[src/rtl/mbam_pkg.sv]
package mbam_pkg;

   typedef enum logic [2:0] {
      CFG_INDEX = 3'd0,
      CFG_BASE  = 3'd1,
      CFG_LAST1 = 3'd2,
      CFG_SIZE1 = 3'd3,
      CFG_SIZE2 = 3'd4
   } cfg_kind_e;

   localparam int MULT_SHIFT_ADD = 0;
   localparam int MULT_OPERATOR  = 1;

endpackage

[src/rtl/mbam_cfg_regs.sv]
module mbam_cfg_regs
   import mbam_pkg::*;
#(
   parameter int NUM_BUF = 16,
   parameter int NUM_W   = 6,
   parameter int IDX_W   = 8,
   parameter int ADDR_W  = 16,
   parameter int SIZE_W  = 7
) (
   input  logic              clk,
   input  logic              rst_n,
   input  logic              cfg_we,
   input  logic [2:0]        cfg_kind,
   input  logic [NUM_W-1:0]  cfg_buf,
   input  logic [ADDR_W-1:0] cfg_wdata,
   input  logic [NUM_W-1:0]  rd_buf,
   output logic [IDX_W-1:0]  rd_idx,
   output logic [ADDR_W-1:0] base_q,
   output logic [NUM_W-1:0]  last_q,
   output logic [SIZE_W-1:0] size1_q,
   output logic [SIZE_W-1:0] size2_q
);

   logic [IDX_W-1:0] idx_q [NUM_BUF];

   logic index_sel;
   assign index_sel = cfg_we && (cfg_kind == CFG_INDEX);

   // one register per logical buffer, each with its own decoded enable
   for (genvar g = 0; g < NUM_BUF; g++) begin : g_idx
      logic hit;
      assign hit = index_sel && (cfg_buf == NUM_W'(g));
      always_ff @(posedge clk or negedge rst_n) begin
         if (!rst_n)   idx_q[g] <= '0;
         else if (hit) idx_q[g] <= cfg_wdata[IDX_W-1:0];
      end
   end

   always_ff @(posedge clk or negedge rst_n) begin
      if (!rst_n) begin
         base_q  <= '0;
         last_q  <= '0;
         size1_q <= '0;
         size2_q <= '0;
      end else if (cfg_we) begin
         case (cfg_kind)
            CFG_BASE:  base_q  <= cfg_wdata;
            CFG_LAST1: last_q  <= cfg_wdata[NUM_W-1:0];
            CFG_SIZE1: size1_q <= cfg_wdata[SIZE_W-1:0];
            CFG_SIZE2: size2_q <= cfg_wdata[SIZE_W-1:0];
            default: ;
         endcase
      end
   end

   // read port: an out-of-range number reads zero
   always_comb begin
      rd_idx = '0;
      for (int i = 0; i < NUM_BUF; i++)
         if (rd_buf == NUM_W'(i)) rd_idx = idx_q[i];
   end

endmodule

[src/rtl/mbam_hdr_addr.sv]
module mbam_hdr_addr
   import mbam_pkg::*;
#(
   parameter int IDX_W      = 8,
   parameter int ADDR_W     = 16,
   parameter int MULT_STYLE = MULT_SHIFT_ADD
) (
   input  logic [IDX_W-1:0]  idx,
   input  logic [ADDR_W-1:0] base,
   output logic [ADDR_W-1:0] hdr_addr
);

   localparam int PROD_W = IDX_W + 4;
   localparam int SUM_W  = (PROD_W > ADDR_W) ? PROD_W : ADDR_W;

   logic [PROD_W-1:0] times_ten;

   if (MULT_STYLE == MULT_SHIFT_ADD) begin : g_shift
      logic [PROD_W-1:0] ext;
      assign ext       = PROD_W'(idx);
      assign times_ten = (ext << 3) + (ext << 1);
   end else if (MULT_STYLE == MULT_OPERATOR) begin : g_mult
      assign times_ten = PROD_W'(idx) * PROD_W'(10);
   end else begin : g_bad_style
      $error("mbam_hdr_addr: unsupported MULT_STYLE");
      assign times_ten = '0;
   end

   logic [SUM_W-1:0] sum;
   assign sum      = SUM_W'(times_ten) + SUM_W'(base);
   assign hdr_addr = sum[ADDR_W-1:0];

endmodule

[src/rtl/mbam_seg_decode.sv]
module mbam_seg_decode #(
   parameter int NUM_BUF = 16,
   parameter int NUM_W   = 6,
   parameter int SIZE_W  = 7
) (
   input  logic [NUM_W-1:0]  buf_num,
   input  logic              chan,
   input  logic [NUM_W-1:0]  last1,
   input  logic [SIZE_W-1:0] size1,
   input  logic [SIZE_W-1:0] size2,
   output logic              seg,
   output logic [SIZE_W:0]   min_len,
   output logic [1:0]        shadow,
   output logic              out_of_range
);

   localparam int CNT_W = NUM_W + 1;

   logic [SIZE_W-1:0] size_sel;

   assign seg          = (buf_num > last1);
   assign size_sel     = seg ? size2 : size1;
   assign min_len      = {size_sel, 1'b0};
   assign shadow       = {seg, chan};
   assign out_of_range = (CNT_W'(buf_num) >= CNT_W'(NUM_BUF));

endmodule

[src/rtl/mbuf_addr_map.sv]
module mbuf_addr_map
   import mbam_pkg::*;
#(
   parameter int NUM_BUF    = 16,
   parameter int NUM_W      = 6,
   parameter int IDX_W      = 8,
   parameter int ADDR_W     = 16,
   parameter int SIZE_W     = 7,
   parameter int MULT_STYLE = MULT_SHIFT_ADD
) (
   input  logic              clk,
   input  logic              rst_n,
   input  logic              cfg_we,
   input  logic [2:0]        cfg_kind,
   input  logic [NUM_W-1:0]  cfg_buf,
   input  logic [ADDR_W-1:0] cfg_wdata,
   input  logic              req_valid,
   input  logic [NUM_W-1:0]  req_buf,
   input  logic              req_chan,
   output logic              rsp_valid,
   output logic [ADDR_W-1:0] rsp_hdr_addr,
   output logic              rsp_seg,
   output logic [SIZE_W:0]   rsp_min_len,
   output logic [1:0]        rsp_shadow,
   output logic              rsp_err
);

   localparam int LEN_W = SIZE_W + 1;

   if (NUM_BUF < 1 || NUM_BUF > (1 << NUM_W)) begin : g_chk_count
      $error("mbuf_addr_map: NUM_BUF must fit in NUM_W bits");
   end
   if (ADDR_W < IDX_W || SIZE_W < 1) begin : g_chk_width
      $error("mbuf_addr_map: ADDR_W must cover IDX_W and SIZE_W must be positive");
   end

   logic [IDX_W-1:0]  rd_idx;
   logic [ADDR_W-1:0] base_q;
   logic [NUM_W-1:0]  last_q;
   logic [SIZE_W-1:0] size1_q, size2_q;
   logic [ADDR_W-1:0] hdr_addr;
   logic              seg, oor;
   logic [LEN_W-1:0]  min_len;
   logic [1:0]        shadow;

   mbam_cfg_regs #(
      .NUM_BUF(NUM_BUF), .NUM_W(NUM_W), .IDX_W(IDX_W),
      .ADDR_W(ADDR_W), .SIZE_W(SIZE_W)
   ) u_regs (
      .clk(clk), .rst_n(rst_n),
      .cfg_we(cfg_we), .cfg_kind(cfg_kind), .cfg_buf(cfg_buf), .cfg_wdata(cfg_wdata),
      .rd_buf(req_buf), .rd_idx(rd_idx),
      .base_q(base_q), .last_q(last_q), .size1_q(size1_q), .size2_q(size2_q)
   );

   mbam_hdr_addr #(
      .IDX_W(IDX_W), .ADDR_W(ADDR_W), .MULT_STYLE(MULT_STYLE)
   ) u_addr (
      .idx(rd_idx), .base(base_q), .hdr_addr(hdr_addr)
   );

   mbam_seg_decode #(
      .NUM_BUF(NUM_BUF), .NUM_W(NUM_W), .SIZE_W(SIZE_W)
   ) u_seg (
      .buf_num(req_buf), .chan(req_chan), .last1(last_q),
      .size1(size1_q), .size2(size2_q),
      .seg(seg), .min_len(min_len), .shadow(shadow), .out_of_range(oor)
   );

   always_ff @(posedge clk or negedge rst_n) begin
      if (!rst_n) begin
         rsp_valid    <= 1'b0;
         rsp_hdr_addr <= '0;
         rsp_seg      <= 1'b0;
         rsp_min_len  <= '0;
         rsp_shadow   <= '0;
         rsp_err      <= 1'b0;
      end else begin
         rsp_valid <= req_valid;
         if (req_valid) begin
            rsp_hdr_addr <= oor ? '0 : hdr_addr;
            rsp_seg      <= seg;
            rsp_min_len  <= min_len;
            rsp_shadow   <= shadow;
            rsp_err      <= oor;
         end
      end
   end

endmodule

[config.mk]
export PLATFORM = sky130hd
export DESIGN_NAME = mbuf_addr_map
export DESIGN_NICKNAME = d
export VERILOG_FILES = /design/src/rtl/mbam_pkg.sv /design/src/rtl/mbam_cfg_regs.sv /design/src/rtl/mbam_hdr_addr.sv /design/src/rtl/mbam_seg_decode.sv /design/src/rtl/mbuf_addr_map.sv
export SDC_FILE = /design/constraint.sdc
export NUM_CORES = 1
export LEC_CHECK = 0
export ABC_AREA = 1
export ABC_CLOCK_PERIOD_IN_PS = 3100
export BUFFER_PORTS_ARGS = -buffer_cell sky130_fd_sc_hd__buf_2
export CAP_MARGIN = 20
export CELL_PAD_IN_SITES_DETAIL_PLACEMENT = 1
export CELL_PAD_IN_SITES_GLOBAL_PLACEMENT = 1
export CORE_ASPECT_RATIO = 0.5
export CORE_UTILIZATION = 30
export DETAILED_ROUTE_END_ITERATION = 6
export GPL_TIMING_DRIVEN = 0
export PLACE_DENSITY = 0.6
export SYNTH_ARGS = -nofsm -noshare
export SYNTH_HDL_FRONTEND = slang
export SYNTH_HIERARCHICAL = 1
export SYNTH_SLANG_ARGS = --single-unit
export TNS_END_PERCENT = 20
[constraint.sdc]
create_clock -name clk -period 3.1 [get_ports clk]
set_clock_uncertainty 0.05 [all_clocks]
set_input_delay 0.62 -clock clk [delete_from_list [all_inputs] [get_ports clk]]
set_output_delay 0.62 -clock clk [all_outputs]
set_load 0.02 [all_outputs]
==> results of run 1 <==
## routing by layer
metal	track usage, %	up-vias	share of wire (%)
met5	0	-	0
met4	5.284	0	1.5
met3	3.176	32	3.0
met2	33.22	135	47
met1	27.55	4170	48
li1	-	3989	-
## cell families after synthesis
kind of cell | Yosys count
fa+ha+maj | 27
other cells | 1
simple gates | 614
compound gates | 176
buf+inv | 146
xor+xnor | 7
mux | 8
flops | 193
## flip-flops by register name (all words and copies together) (netlist names)
register,count
u_regs/idx_q,128
rsp_hdr_addr,16
u_regs/base_q,16
rsp_min_len,8
u_regs/size1_q,7
u_regs/size2_q,7
u_regs/last_q,6
rsp_shadow,2
rsp_err,1
rsp_seg,1
rsp_valid,1
## path summary, 6_finish.rpt
check                                       start          endpoint  slack (ns)  cells past startpoint
worst max register to register  u_regs/idx_q[116]  rsp_hdr_addr[15]       -0.29                     23
min in group clk                        req_valid         rsp_valid        0.28                      1
worst min register to register     rsp_min_len[2]    rsp_min_len[2]        0.42                      2
max in group asynchronous                   rst_n   rsp_hdr_addr[3]        1.88                      2
worst max-delay path                   req_buf[4]  rsp_hdr_addr[15]       -0.52                     28
worst min-delay path                        rst_n  u_regs/idx_q[77]        0.09                      1
## power groups by stage
stage	registers [uW]	logic [uW]	clock network [uW]
2_1_floorplan	2930	567	0
5_1_grt	2870	1230	2290
3_3_place_gp	2880	967	0
6_report	2840	1100	2130
4_1_cts	2840	1060	2210
3_5_place_dp	2890	999	0
## worst max-delay path: stages
cell     delay (ns)
buf_8          0.10
nor2_4         0.04
buf_12         0.14
nand2_8        0.10
nor2_4         0.06
buf_6          0.12
nand2_1        0.05
nand2_1        0.07
nor2_2         0.15
nand4_1        0.13
nand2_2        0.12
nand3_2        0.08
nand2_2        0.10
nand4_1        0.16
nand2_1        0.15
nand3_2        0.13
fa_2           0.58
ha_4           0.22
nand2_2        0.08
nand2_2        0.06
nand2_1        0.06
nand2_1        0.07
a21oi_2        0.17
nand2_1        0.07
nand2_1        0.06
nand2_1        0.05
nand3_1        0.08
nand2_1        0.06
## metrics by stage
stage               util, %  setup slack, ns  std cells  hold WS, ns  area (um2)
CTS                   37.14          -0.5933       1701       0.1195       11460
finish                38.13          -0.5241       1716      0.08914       11760
floorplan                 -          -0.1688       1172       0.2744        9724
global route          38.13          -0.7423       1716       0.1334       11760
detailed placement    34.38           -1.400       1659       0.4061       10610
global placement      34.25           -1.994       1658       0.4012       10570
## repair_timing
action	CTS	global route
buffers inserted	10	15
pin swaps	26	54
hold endpoints to repair	0	0
hold buffers	0	0
setup endpoints to repair	13	13
gates resized for setup	53	51
gates cloned	0	1
## cell type report
type                    count  area (um2)
fillers                  3686       19090
flip-flops and latches    193        4830
multi-input cells         833        4594
repair buffers             89       616.8
well taps                 423       529.3
clock buffers              25       495.5
inverters                 101       380.4
plain buffers              45       266.5
clock inverters             7       51.30
## cell usage in the layout, fill, tap and decap left out, types with 4 or more instances in the layout
master / count
nand4_1: 37
inv_1: 87
or2_2: 5
nand3_1: 41
nand2_2: 35
a21oi_1: 35
nor2_1: 62
nand3_4: 4
clkbuf_16: 17
buf_8: 4
inv_2: 13
clkbuf_8: 4
clkbuf_1: 29
buf_4: 32
o21ai_0: 133
nand3_2: 17
a21oi_2: 7
nand2_4: 5
nand2_1: 365
nor2_4: 14
nor2_2: 13
buf_6: 9
mux2_2: 8
buf_2: 59
dfrtp_1: 193
ha_1: 11
ha_4: 9
fa_2: 4
## Yosys cell counts, types with 4 or more instances
cell | instances | share of area, %
nor2_4 | 5 | 0.59
nor2_1 | 78 | 3.1
buf_2 | 5 | 0.26
fa_1 | 7 | 1.5
inv_1 | 90 | 3.5
nand4_1 | 37 | 2.4
dfrtp_1 | 193 | 50
clkbuf_1 | 26 | 1.0
buf_4 | 9 | 0.70
xnor2_1 | 4 | 0.37
ha_1 | 20 | 2.6
nand3_1 | 58 | 3.0
nand2_1 | 396 | 16
or2_2 | 5 | 0.33
nand2_2 | 7 | 0.46
o21ai_0 | 133 | 6.9
nor2_2 | 6 | 0.39
buf_6 | 4 | 0.47
inv_2 | 10 | 0.39
mux2_2 | 8 | 0.94
a21oi_1 | 42 | 2.2
==> results.cfg, run 1 <==
[status]
status = finished with violations
violations = negative setup slack

[power]
internal_power_uw = 4244
p_total_uw = 6072
seq_power_share_pct = 46.8
p_leak_uw = 0.005761
clockPowerShare_pct = 35.1
netSwitchingPower_uw = 1828
switching_share_pct = 30.11
comb_power_share_pct = 18.1
ir_drop_v = 0.0003491
power_density_nw_per_um2 = 516.1

[timing]
hold_viol = 0
finalSetupTns_ns = -5.276
fin_ws_ns = -0.5241
setup_violations = 13
fmax_mhz = 275.9
finalCriticalPeriod_ns = 3.624
worst_pin_slew_ns = 0.9988
slew_violations = 0
min_period_over_period_pct = 116.9
rsz0062_at_grt = true
slew_headroom_pct = 33.41

[run]
max_cap_viol_count = 0

[cts]
clock_sinks = 193
htree_levels = 4
clock_latency_ns = 0.45
cts_tree = built
clk_root_buffer_cell = clkbuf_16
cts_made_buffers = 17
clk_pin_slew_ns = 0.07
clockBufferDepth = 2

[die]
rows = 45
die_h_um = 128.4
ioPinCount = 65
die_x_um = 254.8
coreArea_um2 = 30850
die-area_um2 = 32720
initial_core_util_pct = 31.07

[global_routing]
grt_max_degree = 118
grt-ovfl-total = 0
grt_use_total_pct = 20.12
grt_pass1_vias = 8742
grt_pass1_wl_um = 49380
antenna_found_initial = 0

[drt]
via_count = 8326
postRouteAntennaNets = 0
firstDrtPassIters = 5
wl_um = 31380
drt_iter0_drc = 501
wire_per_inst_um = 18.29
drc = 0
viasPerCell = 4.852

[layout]
syn_to_final_growth_pct = 22.71
nets = 1343
drive_gt1_share_pct = 21.81
antenna_cells = 0

[synthesis]
synth_simple_gate_area_share_pct = 28.15
synth_seq_cells = 193
synth_top_family_by_area = simple AND/OR/NAND/NOR gates
avgSynthCellArea_um2 = 8.180
synth_edf_count = 0
syn_area_um2 = 9587
ys_warn_count = 6
synth_compound_area_share_pct = 9.214
synth_xor_area_share_pct = 0.6395
synth-async-reset-ratio_pct = 100.0
synth_seq_area_share_pct = 50.38
synthAdderAreaFrac_pct = 4.072
synth_nets = 1235
synth.area.mux_share_pct = 0.9397
yosysUniqueCellTypes = 37
synth_cells = 1172
synth_ff_type = dfrtp_1

[place]
io_buffers = 63
gp_congestion = 0.8204
dp_hpwl_um = 22970

[worst_setup_path]
cp.required_ns = 3.39
cp-end-kind = register
crit_path_max_fanout = 8
critPathArrivalTime_ns = 3.92
cp-start-kind = primary input
crit_type = in -> reg

[hold_path]
hold_path.class = in -> async
Note: power is estimated with default switching activity, not from simulation.
==> inputs of run 2 (changes only) <==
--- a/config.mk
+++ b/config.mk
@@ -6,16 +6,18 @@
 export NUM_CORES = 1
 export LEC_CHECK = 0
 export ABC_AREA = 1
-export ABC_CLOCK_PERIOD_IN_PS = 3100
+export ABC_CLOCK_PERIOD_IN_PS = 4000
 export BUFFER_PORTS_ARGS = -buffer_cell sky130_fd_sc_hd__buf_2
 export CAP_MARGIN = 20
 export CELL_PAD_IN_SITES_DETAIL_PLACEMENT = 1
 export CELL_PAD_IN_SITES_GLOBAL_PLACEMENT = 1
 export CORE_ASPECT_RATIO = 0.5
+export CORE_MARGIN = 3
 export CORE_UTILIZATION = 30
 export DETAILED_ROUTE_END_ITERATION = 6
 export GPL_TIMING_DRIVEN = 0
 export PLACE_DENSITY = 0.6
+export SETUP_SLACK_MARGIN = 0.02
 export SYNTH_ARGS = -nofsm -noshare
 export SYNTH_HDL_FRONTEND = slang
 export SYNTH_HIERARCHICAL = 1
==> constraint.sdc (replaced) <==
create_clock -name clk -period 4 [get_ports clk]
set_clock_uncertainty 0.05 [all_clocks]
set_input_delay 0.8 -clock clk [delete_from_list [all_inputs] [get_ports clk]]
set_output_delay 0.8 -clock clk [all_outputs]
set_load 0.02 [all_outputs]
==> results.cfg, run 2 (synthesized netlist as in run 1, its figures left out) <==
[place]
dp.cells = 1659
gp_congestion = 0.8393
io_buffers = 63
dp_hpwl_um = 22030

[drt]
firstDrtPassIters = 4
drt_iter0_drc = 562
wire_per_inst_um = 17.69
wl_um = 30100
drc = 0
postRouteAntennaNets = 0
viasPerCell = 4.794
via_count = 8160

[global_routing]
grt-busiest-layer = met2
antenna_found_initial = 0
grt_pass1_wl_um = 48190
grt_pass1_vias = 8660
use_met1_pct = 24.89
global_route.usage.met2_pct = 30.06
grt_use_total_pct = 18.25
grt.met3_usage_pct = 2.936
grt-ovfl-total = 0
grt_max_degree = 100

[worst_setup_path]
cp-end-kind = register
cp.required_ns = 4.34
crit_path_max_fanout = 8
critPathArrivalTime_ns = 4.12
cp-start-kind = primary input
crit_type = in -> reg
r2r_setup_slack_ns = 0.66

[timing]
slew_headroom_pct = 34.25
worst_pin_slew_ns = 0.9863
finalSetupTns_ns = 0
fmax_mhz = 264.7
min_period_over_period_pct = 94.44
finalCriticalPeriod_ns = 3.778
setup_violations = 0
slew_violations = 0
rsz0062_at_grt = false
hold_viol = 0

[power]
power_density_nw_per_um2 = 408.1
ir_drop_v = 0.0002435
p_leak_uw = 0.005613

[layout]
layout_commonest_cell = nand2_1
drive_gt1_share_pct = 18.08
nets = 1328
regArea_um2 = 4830
top_regs = u_regs/idx_q x128, rsp_hdr_addr x16, u_regs/base_q x16
final_cell_mix = 386 x nand2_1, 193 x dfrtp_1, 133 x o21ai_0, 83 x inv_1, 69 x nor2_1
regMostFlops = u_regs/idx_q
largest_register_ffs = 128
multi_input_area_um2 = 4404
fillers = 3712
stdcell_count = 1702
syn_to_final_growth_pct = 19.39

[cts]
clock_latency_ns = 0.45
cts_made_buffers = 17
clockBufferDepth = 2
cts_tree = built
htree_levels = 4
clk_root_buffer_cell = clkbuf_16
clk_pin_slew_ns = 0.07
clock_sinks = 193

[hold_path]
hold_path.class = in -> async

[run]
max_cap_viol_count = 0

[die]
die_h_um = 132.4
initial_core_util_pct = 31.01
die-area_um2 = 34270
die_x_um = 258.8
coreArea_um2 = 30910
rows = 45
ioPinCount = 65

[status]
status = finished, final reports clean
[run 2: area by class of cell]
cell class,count,share of cell area [%]
flip-flops and latches,193,42.19
plain buffers,45,2.263
diodes,1,0.02186
inverters,101,3.378
multi-input cells,833,38.48
clock buffers,20,3.990
repair buffers,74,4.110
well taps,423,4.624
clock inverters,12,0.9401
[run 2: repair_timing]
action                                  4_1_cts  5_1_grt
endpoints found under the setup margin       11       11
pin swaps                                     7       24
setup buffers                                 2        8
endpoints found under the hold margin         0        0
resized for setup                            25       65
hold buffers                                  0        0
[run 2: final timing paths]
check | from | end | cells after the start
worst max-delay path | req_buf[5] | rsp_hdr_addr[14] | 24
worst min-delay path | rst_n | rsp_hdr_addr[10] | 1
worst max register to register | u_regs/idx_q[117] | rsp_hdr_addr[14] | 20
worst min register to register | rsp_hdr_addr[15] | rsp_hdr_addr[15] | 2
max in group asynchronous | rst_n | u_regs/idx_q[118] | 2
min in group clk | rsp_hdr_addr[15] | rsp_hdr_addr[15] | 2
[run 2: worst max-delay path, cell delays in order]
cell	delay, ns
buf_6	0.10
nor2_4	0.04
buf_12	0.14
buf_4	0.14
nand3_4	0.10
nor2_4	0.08
buf_4	0.14
a21oi_1	0.11
nand4_1	0.14
nand2_1	0.13
nand4_1	0.15
nor3_4	0.22
nand4_1	0.21
buf_4	0.19
ha_1	0.33
ha_4	0.31
nand2_1	0.09
nor2_1	0.21
nand3_2	0.11
nand3_1	0.08
nand2_1	0.06
nand2_2	0.08
nand3_1	0.09
nand2_1	0.08
[run 2: metal layers]
layer  vias up  share of wire, %  wire length [um]
met5         -                 0                 0
met4         0               1.6               468
met3        31               2.2               650
met2        78                48             14420
met1      4098                48             14560
li1       3953                 -                 -
[run 2: per-stage QoR]
stage / utilization [%] / setup WS, ns / cell area [um2] / total power [uW] / hold slack (ns)
2_1_floorplan: - / 0.4191 / 9587 / 2677 / 0.3952
3_3_place_gp: 33.75 / -1.308 / 10430 / 2945 / 0.4031
3_5_place_dp: 33.87 / -0.7845 / 10470 / 2972 / 0.4088
4_1_cts: 36.04 / 0.01427 / 11140 / 4691 / 0.3485
5_1_grt: 37.02 / 0.0002243 / 11440 / 4941 / 0.3672
6_report: 37.03 / 0.2224 / 11450 / 4671 / 0.3135
[run 2: where the power goes]
group	internal, uW	switching [uW]	total (uW)
clock network	892	794	1690
logic	279	504	783
registers	2110	95.6	2200
total	3280	1390	4670
==> inputs of run 3 (changes only) <==
--- a/config.mk
+++ b/config.mk
@@ -12,10 +12,10 @@
 export CELL_PAD_IN_SITES_DETAIL_PLACEMENT = 1
 export CELL_PAD_IN_SITES_GLOBAL_PLACEMENT = 1
 export CORE_ASPECT_RATIO = 0.5
-export CORE_MARGIN = 3
 export CORE_UTILIZATION = 30
 export DETAILED_ROUTE_END_ITERATION = 6
 export GPL_TIMING_DRIVEN = 0
+export HOLD_SLACK_MARGIN = 0.12
 export PLACE_DENSITY = 0.6
 export SETUP_SLACK_MARGIN = 0.02
 export SYNTH_ARGS = -nofsm -noshare
==> results.cfg, run 3 (synthesized netlist as in run 1, its figures left out) <==
[drt]
viasPerCell = 4.842
firstDrtPassIters = 5
postRouteAntennaNets = 0
wire_per_inst_um = 18.15
drt_iter0_drc = 443
wl_um = 30940
drc = 0
via_count = 8256

[timing]
fin_ws_ns = 0.1429
fmax_mhz = 259.3
slew_violations = 0
worst_pin_slew_ns = 0.9010
finalSetupTns_ns = 0
min_period_over_period_pct = 96.43
finalCriticalPeriod_ns = 3.857
slew_headroom_pct = 39.93
rsz0062_at_grt = true
hold_viol = 0
setup_violations = 0

[cts]
postCtsHoldBufs = 0
clockBufferDepth = 2
clock_latency_ns = 0.46
cts_tree = built
clk_pin_slew_ns = 0.07
clk_root_buffer_cell = clkbuf_16
clock_sinks = 193
cts_made_buffers = 17
htree_levels = 4

[place]
gp_congestion = 0.8179
io_buffers = 63
place_area_um2 = 10500
dp_slack_ns = -0.7795
dp_hpwl_um = 22430

[worst_setup_path]
regToRegStartpoint = u_regs/idx_q[111]
slowest_delay_ns = 0.56
crit_path_max_fanout = 9
r2r_end = rsp_hdr_addr[12]
cp.required_ns = 4.30
crit_end = rsp_hdr_addr[12]
worstSetupStartpoint = req_buf[5]
cp-end-kind = register
ff2ff_path_depth = 17
crit_type = in -> reg
cp-start-kind = primary input
r2r_setup_slack_ns = 0.52
worstPathCellList = buf_12 > nor2_4 > buf_12 > clkbuf_16 > nand4_1 > nand3_1 > nor3_1 > nand4_1 > nand2_1 > nand4_1 > nand2_1 > nand4_1 > fa_1 > ha_4 > nand2_1 > nor2_1 > nand3_1 > nand4_1 > nand2_1 > nand3_1 > nand2_1
crit_slowest_cell = fa_1
critPathArrivalTime_ns = 4.16

[status]
status = finished, final reports clean

[global_routing]
global_route.usage.met2_pct = 32.08
use_met1_pct = 27.52
grt.met3_usage_pct = 3.318
grt-busiest-layer = met2
grt_pass1_vias = 8406
grt_pass1_wl_um = 48280
antenna_found_initial = 1
grt_use_total_pct = 19.77
grt_max_degree = 116
grt-ovfl-total = 0

[layout]
drive_gt1_share_pct = 18.33
fin_util_pct = 37.73
layout_commonest_cell = nand2_1
regMostFlops = u_regs/idx_q
multi_input_area_um2 = 4403
largest_register_ffs = 128
fillers = 3741
syn_to_final_growth_pct = 21.42
top_regs = u_regs/idx_q x128, rsp_hdr_addr x16, u_regs/base_q x16
final_cell_mix = 378 x nand2_1, 193 x dfrtp_1, 133 x o21ai_0, 86 x inv_1, 69 x nor2_1
final_area_um2 = 11640
regArea_um2 = 4830
nets = 1332
antenna_cells = 0

[hold_path]
hold_path.class = in -> async

[die]
rows = 45
die_h_um = 128.4
coreArea_um2 = 30850
ioPinCount = 65
die-area_um2 = 32720
initial_core_util_pct = 31.07
die_x_um = 254.8

[power]
p_leak_uw = 0.005686
power_density_nw_per_um2 = 428.7
ir_drop_v = 0.0003117

[run]
max_cap_viol_count = 0
run 3: cell count changes in the layout (fill, tap and decap cells not counted), moves of 3 or more:
cell       previous run  this run
nand3_1              46        51
nand2_1             386       378
bufinv_16             1         5
nand3_2              12         7
nand2_2              15        22
inv_1                83        86
inv_4                 3         0
ha_1                 15        12
run 3: stage by stage:
stage               instances  total power, uW  hold WS, ns
global placement         1658             2942       0.3997
global route             1705             5238       0.3661
finish                   1705             4990       0.3121
floorplan                1172             2677       0.3952
detailed placement       1660             2976       0.4074
CTS                      1696             4997       0.3505
run 3: power breakdown:
group	total, uW	switching [uW]	internal, uW
sequential	2200	94.7	2110
clock	1970	812	1160
combinational	814	514	300
total	4990	1420	3570
run 3: repair_timing:
item | in CTS | in global routing
gates resized for setup | 31 | 60
endpoints found under the setup margin | 11 | 11
gates cloned | 0 | 1
buffers inserted | 4 | 9
pin swaps | 8 | 39
run 3: cell type report:
type	count	share of cell area, %
sequential	193	41.49
clock buffer	20	4.009
timing repair buffer	78	4.837
clock inverter	12	1.731
buffer	45	2.290
inverter	101	3.268
tap	423	4.547
multi-input combinational	833	37.83
run 3: metal layers:
metal	wire length (um)	up-vias
met5	0	-
met4	405	0
met3	1009	23
met2	14630	120
met1	14900	4155
li1	-	3958
run 3: worst min path at each step:
stage | endpoint | slack [ns] | startpoint | depth (start not counted)
4_1_cts | u_regs/idx_q[108] | 0.35 | rst_n | 2
2_1_floorplan | u_regs/idx_q[38] | 0.40 | u_regs/idx_q[38] | 2
3_3_place_gp | rsp_shadow[0] | 0.40 | rsp_shadow[0] | 2
5_1_grt | u_regs/idx_q[108] | 0.37 | rst_n | 2
3_5_place_dp | rsp_seg | 0.41 | rsp_seg | 2
6_report | u_regs/idx_q[108] | 0.31 | rst_n | 2
run 3: critical path, delay by kind of cell:
| family | cells | cell delay (ns) |
|---|---|---|
| fa+ha+maj | 2 | 0.89 |
| buf+inv | 3 | 0.39 |
| simple gates | 16 | 2.05 |
